===== src/rtl/serial_fir_level.sv =====
module serial_fir_level #(
  parameter int SAMPLE_W   = 10,
  parameter int TAPS       = 8,
  parameter int ACC_W      = 32,
  parameter int FRAC       = 15,
  parameter int HI_MIN     = 90,
  parameter int HI_MAX     = 110,
  parameter int MID_MIN    = 40,
  parameter int MID_MAX    = 60
) (
  input  logic                    clk,
  input  logic                    rst,
  input  logic                    bclk_in,
  input  logic                    hs_in,
  input  logic                    bit_in,
  output logic signed [ACC_W-1:0] y_out,
  output logic                    led_hi,
  output logic                    led_flag,
  output logic                    done
);
  localparam int IDX_W  = (TAPS > 1) ? $clog2(TAPS) : 1;
  localparam int FILL_W = $clog2(TAPS + 1);
  localparam logic signed [ACC_W-1:0] HI_LO  = ACC_W'(HI_MIN);
  localparam logic signed [ACC_W-1:0] HI_UP  = ACC_W'(HI_MAX);
  localparam logic signed [ACC_W-1:0] MID_LO = ACC_W'(MID_MIN);
  localparam logic signed [ACC_W-1:0] MID_UP = ACC_W'(MID_MAX);

  function automatic logic signed [ACC_W-1:0] coef_of(input int k);
    int m;
    m = (k < TAPS - 1 - k) ? k : TAPS - 1 - k;
    if (m == 0) return ACC_W'(-1024);
    return ACC_W'(1024 + 2048 * m);
  endfunction

  logic [2:0] bclk_sy, hs_sy;
  logic [1:0] bit_sy;
  logic [SAMPLE_W-1:0] sample_q;
  logic [SAMPLE_W-1:0] taps [TAPS];
  logic [FILL_W-1:0] fill;
  logic [IDX_W-1:0] idx;
  logic busy;
  logic signed [ACC_W-1:0] acc;

  wire bclk_rise = bclk_sy[1] & ~bclk_sy[2];
  wire hs_fall   = hs_sy[2] & ~hs_sy[1];
  wire start     = hs_fall & ~busy;
  wire full      = (fill == FILL_W'(TAPS));

  logic [IDX_W-1:0] tap_sel;
  logic signed [ACC_W-1:0] tap_ext, acc_nxt, y_nxt;
  logic in_hi, in_mid;

  assign tap_sel = IDX_W'(TAPS - 1) - idx;
  assign tap_ext = ACC_W'(taps[tap_sel]);
  assign acc_nxt = acc + coef_of(int'(idx)) * tap_ext;
  assign y_nxt   = acc_nxt >>> FRAC;
  assign in_hi   = (y_nxt >= HI_LO) && (y_nxt <= HI_UP);
  assign in_mid  = (y_nxt >= MID_LO) && (y_nxt <= MID_UP);

  always_ff @(posedge clk) begin
    if (rst) begin
      bclk_sy <= '0;
      hs_sy   <= '0;
      bit_sy  <= '0;
    end else begin
      bclk_sy <= {bclk_sy[1:0], bclk_in};
      hs_sy   <= {hs_sy[1:0], hs_in};
      bit_sy  <= {bit_sy[0], bit_in};
    end
  end

  always_ff @(posedge clk) begin
    if (rst)
      sample_q <= '0;
    else if (bclk_rise && hs_sy[1])
      sample_q <= {bit_sy[1], sample_q[SAMPLE_W-1:1]};
  end

  always_ff @(posedge clk) begin
    if (rst) begin
      for (int i = 0; i < TAPS; i++) taps[i] <= '0;
      fill <= '0;
    end else if (start) begin
      taps[0] <= sample_q;
      for (int i = 1; i < TAPS; i++) taps[i] <= taps[i-1];
      if (!full) fill <= fill + 1'b1;
    end
  end

  always_ff @(posedge clk) begin
    if (rst) begin
      busy     <= 1'b0;
      idx      <= '0;
      acc      <= '0;
      y_out    <= '0;
      led_hi   <= 1'b0;
      led_flag <= 1'b0;
      done     <= 1'b0;
    end else begin
      done <= 1'b0;
      if (start) begin
        busy <= 1'b1;
        idx  <= '0;
        acc  <= '0;
      end else if (busy) begin
        acc <= acc_nxt;
        idx <= idx + 1'b1;
        if (idx == IDX_W'(TAPS - 1)) begin
          busy     <= 1'b0;
          done     <= 1'b1;
          y_out    <= y_nxt;
          led_hi   <= full & in_hi;
          led_flag <= ~(full & (in_hi | in_mid));
        end
      end
    end
  end
endmodule


===== config.mk =====
export PLATFORM = sky130hd
export DESIGN_NAME = serial_fir_level
export DESIGN_NICKNAME = d
export VERILOG_FILES = /design/src/rtl/serial_fir_level.sv
export SDC_FILE = /design/constraint.sdc
export NUM_CORES = 1
export LEC_CHECK = 0
export BUFFER_PORTS_ARGS = -buffer_cell sky130_fd_sc_hd__buf_2
export CAP_MARGIN = 0
export CORE_ASPECT_RATIO = 0.7
export CORE_MARGIN = 3
export CORE_UTILIZATION = 55
export CTS_BUF_LIST = sky130_fd_sc_hd__clkbuf_16
export DETAILED_ROUTE_END_ITERATION = 16
export PLACE_DENSITY = 0.75
export SLEW_MARGIN = 20
export SYNTH_ARGS = -nofsm -noshare
export SYNTH_HDL_FRONTEND = slang
export SYNTH_SLANG_ARGS = --single-unit

===== constraint.sdc =====
create_clock -name clk -period 8.2 [get_ports clk]
set_clock_uncertainty 0.1 [all_clocks]
set_input_delay 0.41 -clock clk [delete_from_list [all_inputs] [get_ports clk]]
set_output_delay 0.41 -clock clk [all_outputs]
set_load 0.02 [all_outputs]

==> results of run 1 <==
## flip-flops by register name (all words and copies together) (netlist names)
| name | count |
|---|---|
| taps | 80 |
| acc | 22 |
| y_out | 17 |
| sample_q | 10 |
| fill | 4 |
| bclk_sy | 3 |
| hs_sy | 3 |
| idx | 3 |
| bit_sy | 2 |
| busy | 1 |
| done | 1 |
| led_flag | 1 |
| led_hi | 1 |
## final cells by class
cell class	instances	area share [%]
clock buffer	17	3.84
tap	231	2.61
multi-input combinational	600	50.4
clock inverter	15	1.70
sequential	148	34.0
timing repair buffer	49	2.55
inverter	147	4.98
## worst paths after layout
kind	endpoint	slack, ns	depth (start not counted)
worst max register to register	led_hi$_SDFFE_PP0P_	0.62	24
worst min register to register	hs_sy[1]$_SDFF_PP0_	0.33	1
worst max-delay path	led_hi$_SDFFE_PP0P_	0.62	24
worst min-delay path	bit_sy[0]$_SDFF_PP0_	0.1	2
## critical path, cell delays in order (launching register included)
cell and delay, ns:
dfxtp_1 0.54, buf_12 0.25, mux4_2 0.52, mux2i_1 0.30
inv_1 0.13, nand2_1 0.15, inv_1 0.06, ha_1 0.30
xor2_1 0.29, inv_1 0.11, fa_1 0.55, inv_1 0.06
fa_1 0.53, fa_1 0.58, inv_1 0.07, fa_1 0.54
inv_1 0.05, ha_1 0.40, and4_4 0.24, a21o_1 0.20
a211o_1 0.31, o311ai_0 0.80, nor3_1 0.10, nand4b_1 0.18
o41ai_2 0.07
## routing by layer
metal	GRT usage, %	vias to the layer above
met1	34.1	3081
met5	0	-
met2	28.1	230
li1	-	3121
met3	5.47	20
met4	4.96	0
## per-stage QoR
stage	hold slack (ns)	utilization, %
floorplan	0.314	-
global placement	0.318	59.4
detailed placement	0.325	59.4
CTS	0.0878	62.9
global route	0.106	62.9
finish	0.0970	62.9
## kinds of logic (layout without fill, tap and decap cells)
kind of cell               count (synthesis)  in the layout  share of synthesized area [%]
AOI/OAI and AO/OA                         92             92                           5.88
xor gates and xnor gates                  40             40                           3.45
adders and majority gates                144            144                           23.9
buffers and inverters                    197            228                           7.97
DFF                                      148            148                           37.1
muxes                                     59             59                           8.34
and+or+nand+nor                          265            265                           13.4
## cells in the final DEF, fill, tap and decap left out, types with 4 or more instances in the layout
cell and count:
mux4_2 20, buf_4 9, nand2b_1 4, buf_2 39
xor2_1 12, xnor2_1 28, clkinv_8 5, nor2_1 73
fa_1 83, a21oi_1 38, and2_1 67, nor2b_1 29
a211oi_1 8, o21ai_0 9, clkbuf_16 17, ha_1 60
nand3_1 10, mux2_2 4, a21o_1 11, mux2i_1 35
dfxtp_1 68, inv_6 4, inv_1 147, edfxtp_1 80
nand2_1 54
==> implementation parameters, run 1 <==
Parameter                              Value

Logic synthesis
  Synth async-reset ratio    0%
  Most instantiated flip-flop cell in the synthesis netlist    edfxtp_1
  Count of flip-flops with a built-in enable after synthesis    80
  Cell taking the most area after synthesis    edfxtp_1
  Synth unique cells    58
  Synth top area cells    edfxtp_1 24%, fa_1 16%, dfxtp_1 13%
  Cell Area, Synth    0.0101 mm2
  Gate count after technology mapping    945
  Cell with the most instances after synthesis    inv_1
  Yosys warning count    0
  Top cells by count, synth    147 x inv_1, 83 x fa_1, 80 x edfxtp_1
  Post-synthesis sequential element count    148
  Fraction of post-synthesis cell area in the top cell type by area    23.7%
  Post-Synthesis Net Count    1093
  Proportion of synthesized chip area in sequential cells    37.1%
  Avg Synthesized Cell Area    10.7 um2

Global route
  Largest net degree at the start of global routing    83
  Global-route congestion overflow total    0
  Antenna violations before repair    0
  Via count of the first global-routing pass    6389
  Global-route usage over all layers    21.1%
  Global-route wire length before repair    33800 um

Clock network
  CTS root buf    clkbuf_16
  Post-CTS Repair Setup Buffers    0
  Clock edge transition at the registers on the reported setup and hold paths    0.07 ns
  # resized after CTS    0
  H-tree levels    4
  Total of hold buffers inserted after clock tree synthesis    0
  Worst-skew pair later-pin latency    0.42 ns
  Clock Tree Buf Depth    2
  Number of buffers added by the clock tree synthesis step    17
  Number of sinks driven by the clock tree    148
  TritonCTS clock tree    done

Die
  Die area    0.0201 mm2
  Placement row count    40
  Starting utilization of the core area    57.6%
  Boundary Pins    40
  Die W    168 um
  Vertical die dimension    120 um
  Core area    0.0176 mm2

Drt
  Top Metal Used    met4
  DRT antenna net count    0
  DRT iter0 DRCs    611
  Total via count after detailed routing    6452
  Pre-antenna DRT Iters    5
  Sum of routed wire segments on met1    10100 um
  Detailed-route wire length per cell    16.4 um
  Met3 Wirelength    1620 um
  Via density per instance    5.35
  Total wire length after detailed routing    19900 um
  Total length of routed met2 wires    7880 um
  Number of remaining DRC errors    0

Placed design
  Final GP Congestion    0.889
  Area post-placement    0.0105 mm2
  Half-perimeter wire length of the detailed placement result    14500 um
  Count of placed standard cells including taps    1175
  Input/output buffers    39
  Worst Setup Slack post-DPL    0.632 ns

Finish
  Area Overhead vs Synth    9.25%
  Fillers    1371
  Final Instance Count excl. Fillers    1207
  Antenna Diode Count    0
  Register cell area after layout    0.00376 mm2
  Multi-input combinational cell area    0.00558 mm2
  # nets final    1111
  Fraction of layout instances using a drive strength above 1    12.1%
  Final std cell area, no fill    0.0111 mm2

Worst setup path
  Required time at the endpoint of the critical path    8.39 ns
  Critical setup path kind    reg -> reg
  Critical Path Start Type    register
  Data arrival at the endpoint of the critical path    7.77 ns
  Kind of end point of the critical path    register
  Startpoint of the most critical register-to-register path    idx[0]$_SDFFE_PP0P_
  Max FO, Critical Path    19
  Source of the critical timing path    idx[0]$_SDFFE_PP0P_

Min path
  Worst hold path type    in -> reg
  Hold_sp    bit_in

Timing
  Worst slew margin relative to its limit    32.0%
  Setup_tns    0 ns
  Unrepaired setup endpoints after global routing    false
  Highest clock rate    132 MHz
  Setup Viol. Count Final    0
  Worst setup margin    0.617 ns
  Count of final max-slew check failures    0
  Share of the clock period used by the worst path after layout    92.5%
  Minimum clock period    7.58 ns
  Slew of the pin with the lowest slew margin    1.02 ns
  Fin. Hold Viols    0

Outcome
  Status    finished clean

Flow run
  Max Cap Viol    0
Power of run 1 is left out: the tool's default activity adds up to more than one toggle a clock period on the data nets, which glitch-free logic cannot reach.
==> run 2: changes to the inputs <==
--- a/config.mk
+++ b/config.mk
@@ -5,12 +5,12 @@
 export SDC_FILE = /design/constraint.sdc
 export NUM_CORES = 1
 export LEC_CHECK = 0
+export ABC_AREA = 1
 export BUFFER_PORTS_ARGS = -buffer_cell sky130_fd_sc_hd__buf_2
 export CAP_MARGIN = 0
-export CORE_ASPECT_RATIO = 0.7
+export CORE_ASPECT_RATIO = 2
 export CORE_MARGIN = 3
 export CORE_UTILIZATION = 55
-export CTS_BUF_LIST = sky130_fd_sc_hd__clkbuf_16
 export DETAILED_ROUTE_END_ITERATION = 16
 export PLACE_DENSITY = 0.75
 export SLEW_MARGIN = 20
==> implementation parameters, run 2 <==
Parameter                              Value

Logic synthesis
  Yosys warning count    0 (unchanged)
  Avg Synthesized Cell Area    8.09 um2 (-25%)
  Post-synthesis sequential element count    148 (unchanged)
  Top cells by count, synth    347 x inv_1, 197 x nand2_1, 154 x nor2_1
  Proportion of synthesized chip area in sequential cells    34.6% (-2.5 points)
  Cell with the most instances after synthesis    inv_1
  Most instantiated flip-flop cell in the synthesis netlist    edfxtp_1
  Post-Synthesis Net Count    1492 (+37%)
  Fraction of post-synthesis cell area in the top cell type by area    22.1% (-1.6 points)
  Synth unique cells    43 (-26%)
  Gate count after technology mapping    1344 (+42%)
  Count of flip-flops with a built-in enable after synthesis    80 (unchanged)
  Synth async-reset ratio    0% (unchanged)
  Cell Area, Synth    0.0109 mm2 (+7.2%)
  Cell taking the most area after synthesis    edfxtp_1
  Synth top area cells    edfxtp_1 22%, fa_1 15%, dfxtp_1 13%

Finish
  # nets final    1503 (+35%)
  Most frequent cells in the layout    347 x inv_1, 196 x nand2_1, 152 x nor2_1
  Fraction of layout instances using a drive strength above 1    8.48% (-3.6 points)
  Biggest regs    taps: 80 flops, acc: 22 flops, y_out: 17 flops
  Area Overhead vs Synth    7.88%
  Antenna Diode Count    0 (unchanged)
  Max reg flops    80 (unchanged)
  Top register by number of flip-flops    taps
  Commonest non-fill, non-tap cell in the layout    inv_1

Drt
  Total wire length after detailed routing    23700 um (+19%)
  Total via count after detailed routing    8292 (+29%)
  Detailed-route wire length per cell    14.5 um (-12%)
  DRT iter0 DRCs    311 (-49%)
  Via density per instance    5.10 (-4.7%)
  Pre-antenna DRT Iters    4 (-1)
  DRT antenna net count    0 (unchanged)
  Number of remaining DRC errors    0 (unchanged)

Timing
  Minimum clock period    7.23 ns (-0.355 ns)
  Setup Viol. Count Final    0 (unchanged)
  Setup_tns    0 ns (unchanged)
  Fin. Hold Viols    0 (unchanged)
  Slew of the pin with the lowest slew margin    0.949 ns (-0.0704 ns)
  Unrepaired setup endpoints after global routing    false
  Worst slew margin relative to its limit    36.5% (+4.5 points)
  Count of final max-slew check failures    0 (unchanged)
  Highest clock rate    138 MHz (+4.9%)
  Share of the clock period used by the worst path after layout    88.1% (-4.3 points)

Worst setup path
  Critical Path Most Common Cell    inv_1
  Max FO, Critical Path    22 (+3)
  Kind of end point of the critical path    register
  Required time at the endpoint of the critical path    8.43 ns (+0.04 ns)
  Slowest-stage cell, CP    fa_1
  Slowest cell delay on critical path    0.65 ns (-0.15 ns)
  Critical Path Start Type    register
  Data arrival at the endpoint of the critical path    7.46 ns (-0.31 ns)
  Critical setup path kind    reg -> reg

Die
  Die area    0.0216 mm2 (+7.2%)
  Core area    0.0194 mm2 (+9.9%)
  Placement row count    72 (+80%)
  Die W    105 um (-37%)
  Boundary Pins    40 (unchanged)
  Starting utilization of the core area    56.1% (-1.4 points)
  Vertical die dimension    205 um (+71%)

Placed design
  Input/output buffers    39 (unchanged)
  Half-perimeter wire length of the detailed placement result    18600 um (+28%)
  Final GP Congestion    0.950 (+6.8%)

Clock network
  H-tree levels    4 (unchanged)
  CTS root buf    clkbuf_16
  Clock Tree Buf Depth    2 (unchanged)
  # resized after CTS    0 (unchanged)
  Number of buffers added by the clock tree synthesis step    17 (unchanged)
  Number of sinks driven by the clock tree    148 (unchanged)
  Post-CTS Repair Setup Buffers    0 (unchanged)
  Clock edge transition at the registers on the reported setup and hold paths    0.06 ns (about the same)
  TritonCTS clock tree    done
  Total of hold buffers inserted after clock tree synthesis    0 (unchanged)
  Worst-skew pair later-pin latency    0.43 ns (about the same)

Global route
  Global-route wire length before repair    40100 um (+18%)
  Via count of the first global-routing pass    8558 (+34%)
  Antenna violations before repair    0 (unchanged)
  Largest net degree at the start of global routing    73 (-12%)
  Global-route congestion overflow total    0 (unchanged)
  Global-route usage over all layers    23.6% (+2.6 points)

Outcome
  Status    finished clean

Flow run
  Max Cap Viol    0 (unchanged)

Min path
  Worst hold path type    in -> reg
run 2: cell count changes after synthesis, moves of 34 or more:
cell and delta:
inv_1 +200, nand3_1 +34, and2_1 -66, mux2i_1 -35
nand2_1 +143, o21ai_0 +59, a21oi_1 +38, nor2_1 +81
run 2: layout make-up:
type                       count  area (um2)
timing repair buffer          46         248
multi-input combinational    789        5510
fill                        1710        7640
tap                          259         324
clock buffer                  25         519
sequential                   148        3760
inverter                     353        1330
clock inverter                 7        43.8
run 2: cells by family after synthesis:
family | after synthesis | synth area share (%)
flip-flops | 148 | 34.6
AO/OA/AOI/OAI | 187 | 9.52
buffers and inverters | 407 | 14.9
AND/OR/NAND/NOR | 441 | 17.2
adder cells (fa/ha/maj) | 143 | 22.2
XOR/XNOR | 18 | 1.59
run 2: worst max-delay path: cells and delay by family, from the launching register on:
| family | cells | cell delay, ns |
|---|---|---|
| adder cells (fa/ha/maj) | 6 | 3.21 |
| AND/OR/NAND/NOR | 13 | 1.37 |
| buffers and inverters | 10 | 1.37 |
| flip-flops | 1 | 0.31 |
| AO/OA/AOI/OAI | 3 | 0.75 |
run 2: stage by stage:
step / setup WS (ns) / hold slack [ns] / cell area, um2 / instances / utilization (%)
after global placement: 1.17 / 0.290 / 11200 / 1595 / 57.6
after CTS: 0.932 / 0.0689 / 11700 / 1627 / 60.5
after global routing: 0.310 / 0.0848 / 11700 / 1627 / 60.6
final: 0.972 / 0.0771 / 11700 / 1627 / 60.6
after detailed placement: 0.934 / 0.295 / 11200 / 1595 / 57.6
after floorplan: 1.79 / 0.288 / 10900 / 1344 / -
run 2: path summary, 6_finish.rpt:
path	end	from	slack, ns	cells after the start
setup / recovery	led_flag$_SDFFE_PP0P_	idx[1]$_SDFFE_PP0P_	0.97	32
hold reg to reg	bit_sy[1]$_SDFF_PP0_	bit_sy[0]$_SDFF_PP0_	0.30	2
hold / removal	bit_sy[0]$_SDFF_PP0_	bit_in	0.08	3
setup reg to reg	led_flag$_SDFFE_PP0P_	idx[1]$_SDFFE_PP0P_	0.97	32
run 2: layer usage:
| layer | global-route usage, % | routed length (um) |
|---|---|---|
| met1 | 23.0 | 8120 |
| met2 | 45.0 | 13300 |
| met4 | 16.5 | 1680 |
| met3 | 2.81 | 568 |
| met5 | 0 | 0 |
Power of run 2 is left out for the same reason.
